===== config.mk =====
export PLATFORM = sky130hd
export DESIGN_NAME = lsu_lane_align
export DESIGN_NICKNAME = d
export VERILOG_FILES = /design/src/rtl/lsu_lane_pkg.sv /design/src/rtl/lsu_ea_check.sv /design/src/rtl/lsu_store_lanes.sv /design/src/rtl/lsu_load_align.sv /design/src/rtl/lsu_lane_align.sv
export SDC_FILE = /design/constraint.sdc
export NUM_CORES = 1
export LEC_CHECK = 0
export ABC_AREA = 1
export BUFFER_PORTS_ARGS = -buffer_cell sky130_fd_sc_hd__buf_2
export CORE_AREA = 2 2 125 127
export DETAILED_ROUTE_END_ITERATION = 10
export DIE_AREA = 0 0 127 129
export PLACE_DENSITY = 0.91
export RECOVER_POWER = 50
export SLEW_MARGIN = 5
export SYNTH_ARGS = -nofsm -noshare
export SYNTH_HDL_FRONTEND = slang
export SYNTH_HIERARCHICAL = 1
export SYNTH_SLANG_ARGS = --single-unit

===== constraint.sdc =====
create_clock -name clk -period 5.45 [get_ports clk]
set_clock_uncertainty 0.15 [all_clocks]
set_input_delay 0.2725 -clock clk [delete_from_list [all_inputs] [get_ports clk]]
set_output_delay 0.2725 -clock clk [all_outputs]
set_load 0.03 [all_outputs]

===== src/rtl/lsu_lane_pkg.sv =====
`timescale 1ns/1ps
package lsu_lane_pkg;

    localparam int BYTE_W     = 8;
    localparam int LANES      = 4;
    localparam int WORD_W     = BYTE_W * LANES;
    localparam int LANE_IDX_W = $clog2(LANES);
    localparam int HALF_W     = 2 * BYTE_W;
    localparam int OP_W       = 4;

    typedef enum logic [OP_W-1:0] {
        OP_LB  = 4'd0,
        OP_LBU = 4'd1,
        OP_LH  = 4'd2,
        OP_LHU = 4'd3,
        OP_LW  = 4'd4,
        OP_LWL = 4'd5,
        OP_LWR = 4'd6,
        OP_SB  = 4'd8,
        OP_SH  = 4'd9,
        OP_SW  = 4'd10
    } lsu_op_e;

    // Registered state of the unit: pending-load context plus result stage
    typedef struct packed {
        logic                  pend;
        logic [OP_W-1:0]       op;
        logic [LANE_IDX_W-1:0] ofs;
        logic [WORD_W-1:0]     old;
        logic                  vld;
        logic [WORD_W-1:0]     data;
    } lsu_state_t;

endpackage


===== src/rtl/lsu_ea_check.sv =====
`timescale 1ns/1ps
module lsu_ea_check
    import lsu_lane_pkg::*;
#(
    parameter int ADDR_W = 32,
    parameter int OFF_W  = 16
) (
    input  logic [ADDR_W-1:0]     base,
    input  logic [OFF_W-1:0]      offset,
    input  logic [OP_W-1:0]       op,
    output logic [ADDR_W-1:0]     ea,
    output logic [LANE_IDX_W-1:0] byte_ofs,
    output logic                  legal,
    output logic                  is_store,
    output logic                  misaligned
);
    localparam int EXT_W = ADDR_W - OFF_W;

    always_comb begin
        ea         = base + {{EXT_W{offset[OFF_W-1]}}, offset};
        byte_ofs   = ea[LANE_IDX_W-1:0];
        legal      = 1'b1;
        is_store   = 1'b0;
        misaligned = 1'b0;
        case (op)
            OP_LW:          misaligned = |ea[LANE_IDX_W-1:0];
            OP_SW: begin
                            misaligned = |ea[LANE_IDX_W-1:0];
                            is_store   = 1'b1;
            end
            OP_LH, OP_LHU:  misaligned = ea[0];
            OP_SH: begin
                            misaligned = ea[0];
                            is_store   = 1'b1;
            end
            OP_SB:          is_store   = 1'b1;
            OP_LB, OP_LBU, OP_LWL, OP_LWR: misaligned = 1'b0;
            default:        legal      = 1'b0;
        endcase
    end
endmodule


===== src/rtl/lsu_store_lanes.sv =====
`timescale 1ns/1ps
module lsu_store_lanes
    import lsu_lane_pkg::*;
#(
    parameter bit BIG_ENDIAN = 1'b1
) (
    input  logic [OP_W-1:0]       op,
    input  logic [LANE_IDX_W-1:0] byte_ofs,
    input  logic [WORD_W-1:0]     store_data,
    output logic [LANES-1:0]      be,
    output logic [WORD_W-1:0]     wdata
);
    localparam int HALVES = LANES / 2;

    logic [LANE_IDX_W-1:0] byte_lane;
    logic [LANE_IDX_W-1:0] half_lane;

    generate
        if (BIG_ENDIAN) begin : g_big
            assign byte_lane = ~byte_ofs;
            assign half_lane = {~byte_ofs[LANE_IDX_W-1], 1'b0};
        end else begin : g_little
            assign byte_lane = byte_ofs;
            assign half_lane = {byte_ofs[LANE_IDX_W-1], 1'b0};
        end
    endgenerate

    always_comb begin
        be    = '0;
        wdata = store_data;
        case (op)
            OP_SB: begin
                be    = LANES'(1) << byte_lane;
                wdata = {LANES{store_data[BYTE_W-1:0]}};
            end
            OP_SH: begin
                be    = LANES'(3) << half_lane;
                wdata = {HALVES{store_data[HALF_W-1:0]}};
            end
            OP_SW: begin
                be    = '1;
                wdata = store_data;
            end
            default: be = '0;
        endcase
    end
endmodule


===== src/rtl/lsu_load_align.sv =====
`timescale 1ns/1ps
module lsu_load_align
    import lsu_lane_pkg::*;
#(
    parameter bit BIG_ENDIAN = 1'b1
) (
    input  logic [OP_W-1:0]       op,
    input  logic [LANE_IDX_W-1:0] byte_ofs,
    input  logic [WORD_W-1:0]     word,
    input  logic [WORD_W-1:0]     old_value,
    output logic [WORD_W-1:0]     result
);
    localparam int SH_W = LANE_IDX_W + 3;
    localparam logic [WORD_W-1:0] ONES = '1;

    logic [LANE_IDX_W-1:0] byte_lane;
    logic [LANE_IDX_W-1:0] half_lane;
    logic [LANE_IDX_W-1:0] left_sh;
    logic [LANE_IDX_W-1:0] right_sh;

    generate
        if (BIG_ENDIAN) begin : g_big
            assign byte_lane = ~byte_ofs;
            assign half_lane = {~byte_ofs[LANE_IDX_W-1], 1'b0};
            assign left_sh   = byte_ofs;
        end else begin : g_little
            assign byte_lane = byte_ofs;
            assign half_lane = {byte_ofs[LANE_IDX_W-1], 1'b0};
            assign left_sh   = ~byte_ofs;
        end
    endgenerate

    assign right_sh = ~left_sh;

    logic [BYTE_W-1:0] sel_byte;
    logic [HALF_W-1:0] sel_half;
    logic [SH_W-1:0]   lsh_bits;
    logic [SH_W-1:0]   rsh_bits;
    logic [WORD_W-1:0] left_merge;
    logic [WORD_W-1:0] right_merge;

    always_comb begin
        sel_byte    = word[{byte_lane, 3'b000} +: BYTE_W];
        sel_half    = word[{half_lane, 3'b000} +: HALF_W];
        lsh_bits    = {left_sh, 3'b000};
        rsh_bits    = {right_sh, 3'b000};
        left_merge  = (word << lsh_bits) | (old_value & ~(ONES << lsh_bits));
        right_merge = (word >> rsh_bits) | (old_value & ~(ONES >> rsh_bits));
        case (op)
            OP_LB:   result = {{(WORD_W-BYTE_W){sel_byte[BYTE_W-1]}}, sel_byte};
            OP_LBU:  result = {{(WORD_W-BYTE_W){1'b0}}, sel_byte};
            OP_LH:   result = {{(WORD_W-HALF_W){sel_half[HALF_W-1]}}, sel_half};
            OP_LHU:  result = {{(WORD_W-HALF_W){1'b0}}, sel_half};
            OP_LWL:  result = left_merge;
            OP_LWR:  result = right_merge;
            default: result = word;
        endcase
    end
endmodule


===== src/rtl/lsu_lane_align.sv =====
`timescale 1ns/1ps
module lsu_lane_align
    import lsu_lane_pkg::*;
#(
    parameter bit BIG_ENDIAN = 1'b1,
    parameter int ADDR_W     = 32,
    parameter int OFF_W      = 16
) (
    input  logic                 clk,
    input  logic                 rst_n,
    input  logic                 req_valid,
    input  logic [OP_W-1:0]      req_op,
    input  logic [ADDR_W-1:0]    req_base,
    input  logic [OFF_W-1:0]     req_offset,
    input  logic [WORD_W-1:0]    req_store_data,
    input  logic [WORD_W-1:0]    req_old_value,
    output logic                 mem_req,
    output logic                 mem_we,
    output logic [ADDR_W-1:0]    mem_addr,
    output logic [LANES-1:0]     mem_be,
    output logic [WORD_W-1:0]    mem_wdata,
    input  logic                 mem_rvalid,
    input  logic [WORD_W-1:0]    mem_rdata,
    output logic                 addr_err,
    output logic                 load_valid,
    output logic [WORD_W-1:0]    load_data
);
    logic [ADDR_W-1:0]     ea;
    logic [LANE_IDX_W-1:0] byte_ofs;
    logic                  legal;
    logic                  is_store;
    logic                  misaligned;
    logic [LANES-1:0]      be_c;
    logic [WORD_W-1:0]     wdata_c;
    logic [WORD_W-1:0]     aligned_c;
    logic                  issue;

    lsu_state_t st_d, st_q;

    lsu_ea_check #(.ADDR_W(ADDR_W), .OFF_W(OFF_W)) u_ea (
        .base       (req_base),
        .offset     (req_offset),
        .op         (req_op),
        .ea         (ea),
        .byte_ofs   (byte_ofs),
        .legal      (legal),
        .is_store   (is_store),
        .misaligned (misaligned)
    );

    lsu_store_lanes #(.BIG_ENDIAN(BIG_ENDIAN)) u_st (
        .op         (req_op),
        .byte_ofs   (byte_ofs),
        .store_data (req_store_data),
        .be         (be_c),
        .wdata      (wdata_c)
    );

    // Aligns the returned word using the context captured at issue time
    lsu_load_align #(.BIG_ENDIAN(BIG_ENDIAN)) u_ld (
        .op        (st_q.op),
        .byte_ofs  (st_q.ofs),
        .word      (mem_rdata),
        .old_value (st_q.old),
        .result    (aligned_c)
    );

    always_comb begin
        issue     = req_valid && legal && !misaligned;
        mem_req   = issue;
        mem_we    = issue && is_store;
        mem_addr  = {ea[ADDR_W-1:LANE_IDX_W], {LANE_IDX_W{1'b0}}};
        mem_be    = (issue && is_store) ? be_c : '0;
        mem_wdata = wdata_c;
        addr_err  = req_valid && legal && misaligned;

        st_d     = st_q;
        st_d.vld = 1'b0;
        if (mem_rvalid && st_q.pend) begin
            st_d.vld  = 1'b1;
            st_d.data = aligned_c;
            st_d.pend = 1'b0;
        end
        if (issue && !is_store) begin
            st_d.pend = 1'b1;
            st_d.op   = req_op;
            st_d.ofs  = byte_ofs;
            st_d.old  = req_old_value;
        end
    end

    always_ff @(posedge clk) begin
        if (!rst_n) st_q <= '0;
        else        st_q <= st_d;
    end

    assign load_valid = st_q.vld;
    assign load_data  = st_q.data;

endmodule


==> summary by stage <==
Global routing
Entering global routing, the biggest net connects 78 pins. The global router's overall resource usage is 0.3204. The number of antenna violations at the first check in global routing came to 2.

The number of global-route vias before repair is 9,393. Global routing finished with a remaining overflow of 0. The wire length of the first global-routing pass is 43,020 um.

Outcome
The flow ran to the end, but the final reports show violations. The final reports fail on max-capacitance violations, max-slew violations.

Worst hold path
The path with the worst hold slack has its endpoint at st_q[71]. The startpoint identified for the worst hold timing path is mem_rvalid. The worst hold path passes through 4 cells. The path type of the worst min-delay path is in -> reg.

Drt
The number of nets still failing antenna checks after routing is 0. The number of violations reported at the end of detailed-routing iteration 0 is 1,242. In the routed design, unresolved DRC markers number 0.

The total detailed-routing wirelength is 27,170 um. The count of vias placed by the detailed router is 10.69k. The first-pass iteration count of the detailed router is 6. Using the TritonRoute via totals, the vias-per-cell ratio works out to 5.372.

In the final routed layout, each cell accounts on average for 13.66 um.

Finish
The number of nets in the finished design is 1,979. In the final layout, the share of cells above drive strength 1 is 0.1339. The area growth from synthesis to layout is 12.60%. The post-route cell area is 9649 sq um. At the end of the flow the core is filled with cells to 0.6443.

Placed design
The congestion estimate from routability-driven global placement came to 0.9773. The cell area reported after detailed placement is 9470 sq um. The count of buffers added on input and output ports is 253. After legalization and detailed placement, the total HPWL measured 20,850 um.

Clock tree
The master cell of the clock root buffer is sky130_fd_sc_hd__clkbuf_16. The number of levels in the clock H-tree is 3. Counting every sink on the clock net gives 72. The later pin in the worst-skew pair is clocked with a latency of 0.34 ns.

The clock transition time at the flip-flop clock pins of the worst setup and hold paths is 0.06 ns. The number of buffers on the longest clock path is 2. In this run, post-CTS hold repair placed 0 buffers.

The number of buffers created by CTS is 9. The number of gates resized after CTS was 0. TritonCTS built the clock tree. The number of setup buffers added after CTS is 0.

Power
In this run the power density over the cells is 227.8 nW/um^2. The leakage power total is 5.579 nW. VDD sags by at most 0.1210 mV.

Yosys
The Yosys step of the flow raised 6 warnings. In this run the cell area of the synthesized design comes to 8569 sq um. Synthesis produced 1,629 cells.

Averaged over all synthesized cells, the footprint is 5.261 sq um.

Floorplan
For this configuration, the core starts out at a cell density of 0.5722. The number of core rows is 45. 256 I/O pins were placed. The area of the die is 16,380 sq um. The core region area is 14,980 sq um.

The y dimension of the die is 129 um. The die is 127 um wide.

Timing
The final period utilization is 0.7367. The clock period minus worst slack is 4.015 ns. At the pin with the least slew margin, the transition time is 1.560 ns. The final-report max-slew violation count is 28. The final-report setup violation count is 0.

Setup repair after global routing left no endpoint under its margin. The final count of hold timing violations came to 0. The remaining max-slew budget at the tightest pin is -0.04355. The maximum operating frequency is 249.1 MHz. The setup TNS after final layout is 0 ns.

Critical path
The biggest fanout along the worst timing path is 27. The worst setup path is launched from an input pin. The worst register-to-register path begins at st_q[69]. The endpoint identified for the worst register-to-register timing path is load_data[15]. At the worst endpoint, the arrival time is 3.59 ns. STA classifies the critical path endpoint as an output pin.

For the worst flop-to-flop path, the logic depth is 10. The data required time of the worst path is 5.03 ns. Setup slack on the worst reg-to-reg path comes out at 2.59 ns.

The startpoint-to-endpoint class of the critical path is in -> out.

Job
The total of max-cap violations is 1.
[worst max-delay path, cell delays in order]
cell and delay (ns):
sky130_fd_sc_hd__buf_2 0.10, sky130_fd_sc_hd__ha_1 0.22, sky130_fd_sc_hd__fa_1 0.57, sky130_fd_sc_hd__nor2_1 0.13, sky130_fd_sc_hd__nor2_1 0.05, sky130_fd_sc_hd__a32o_1 0.25, sky130_fd_sc_hd__nor2_1 1.17, sky130_fd_sc_hd__nand2_1 0.40
sky130_fd_sc_hd__nor2_1 0.20, sky130_fd_sc_hd__buf_2 0.22
[state kept, by name, indices dropped and copies added (netlist names)]
| signal | count |
|---|---|
| st_q | 39 |
| load_data | 32 |
| load_valid | 1 |
[placed cells by master, fill, tap and decap left out, drive strengths merged, types with 5 or more instances in the layout]
cell	n
a21oi	88
buf	180
clkbuf	93
dfxtp	72
ha	31
inv	217
nand2	563
nand3	204
nand4	7
nor2	252
nor3	6
o21ai	54
o21bai	5
xor2	14
[power by group]
part	internal [mW]	switching (mW)
registers	0.564	0.0278
logic	0.306	0.708
clock network	0.368	0.225
[worst max-delay path by stage]
stage | startpoint | to | cells after the start
floorplan | req_offset[0] | mem_be[0] | 9
global placement | req_offset[0] | mem_req | 9
detailed placement | req_offset[0] | mem_be[2] | 10
CTS | req_offset[0] | mem_be[2] | 10
global route | req_offset[0] | mem_be[2] | 10
finish | req_offset[0] | mem_be[2] | 10
[layout make-up]
| cell class | count | area [sq um] |
|---|---|---|
| fill | 1526 | 5328 |
| clock inverter | 4 | 53.80 |
| sequential | 72 | 1441 |
| tap | 188 | 235.2 |
| inverter | 217 | 814.5 |
| multi-input combinational | 1234 | 5633 |
| timing repair buffer | 261 | 1222 |
| antenna | 1 | 2.502 |
| clock buffer | 12 | 246.5 |
[stage by stage]
stage / power (mW) / worst slack, ns / hold slack [ns] / instances
6_report: 2.198 / 1.435 / 0.08250 / 1989
3_5_place_dp: 1.607 / 2.325 / 0.3092 / 1972
2_1_floorplan: 1.347 / 2.747 / 0.2823 / 1630
5_1_grt: 2.331 / 1.193 / 0.07731 / 1989
4_1_cts: 2.202 / 2.327 / 0.06661 / 1988
3_3_place_gp: 1.594 / 2.405 / 0.3007 / 1972
[layer usage]
metal / vias to the layer above / GRT usage / part of all wire
li1: 5354 / - / -
met1: 4654 / 0.4063 / 0.41
met2: 600 / 0.5414 / 0.46
met3: 75 / 0.04823 / 0.096
met4: 2 / 0.1435 / 0.037
met5: - / 0 / 0.00048
Power figures use the tool's default switching activity.
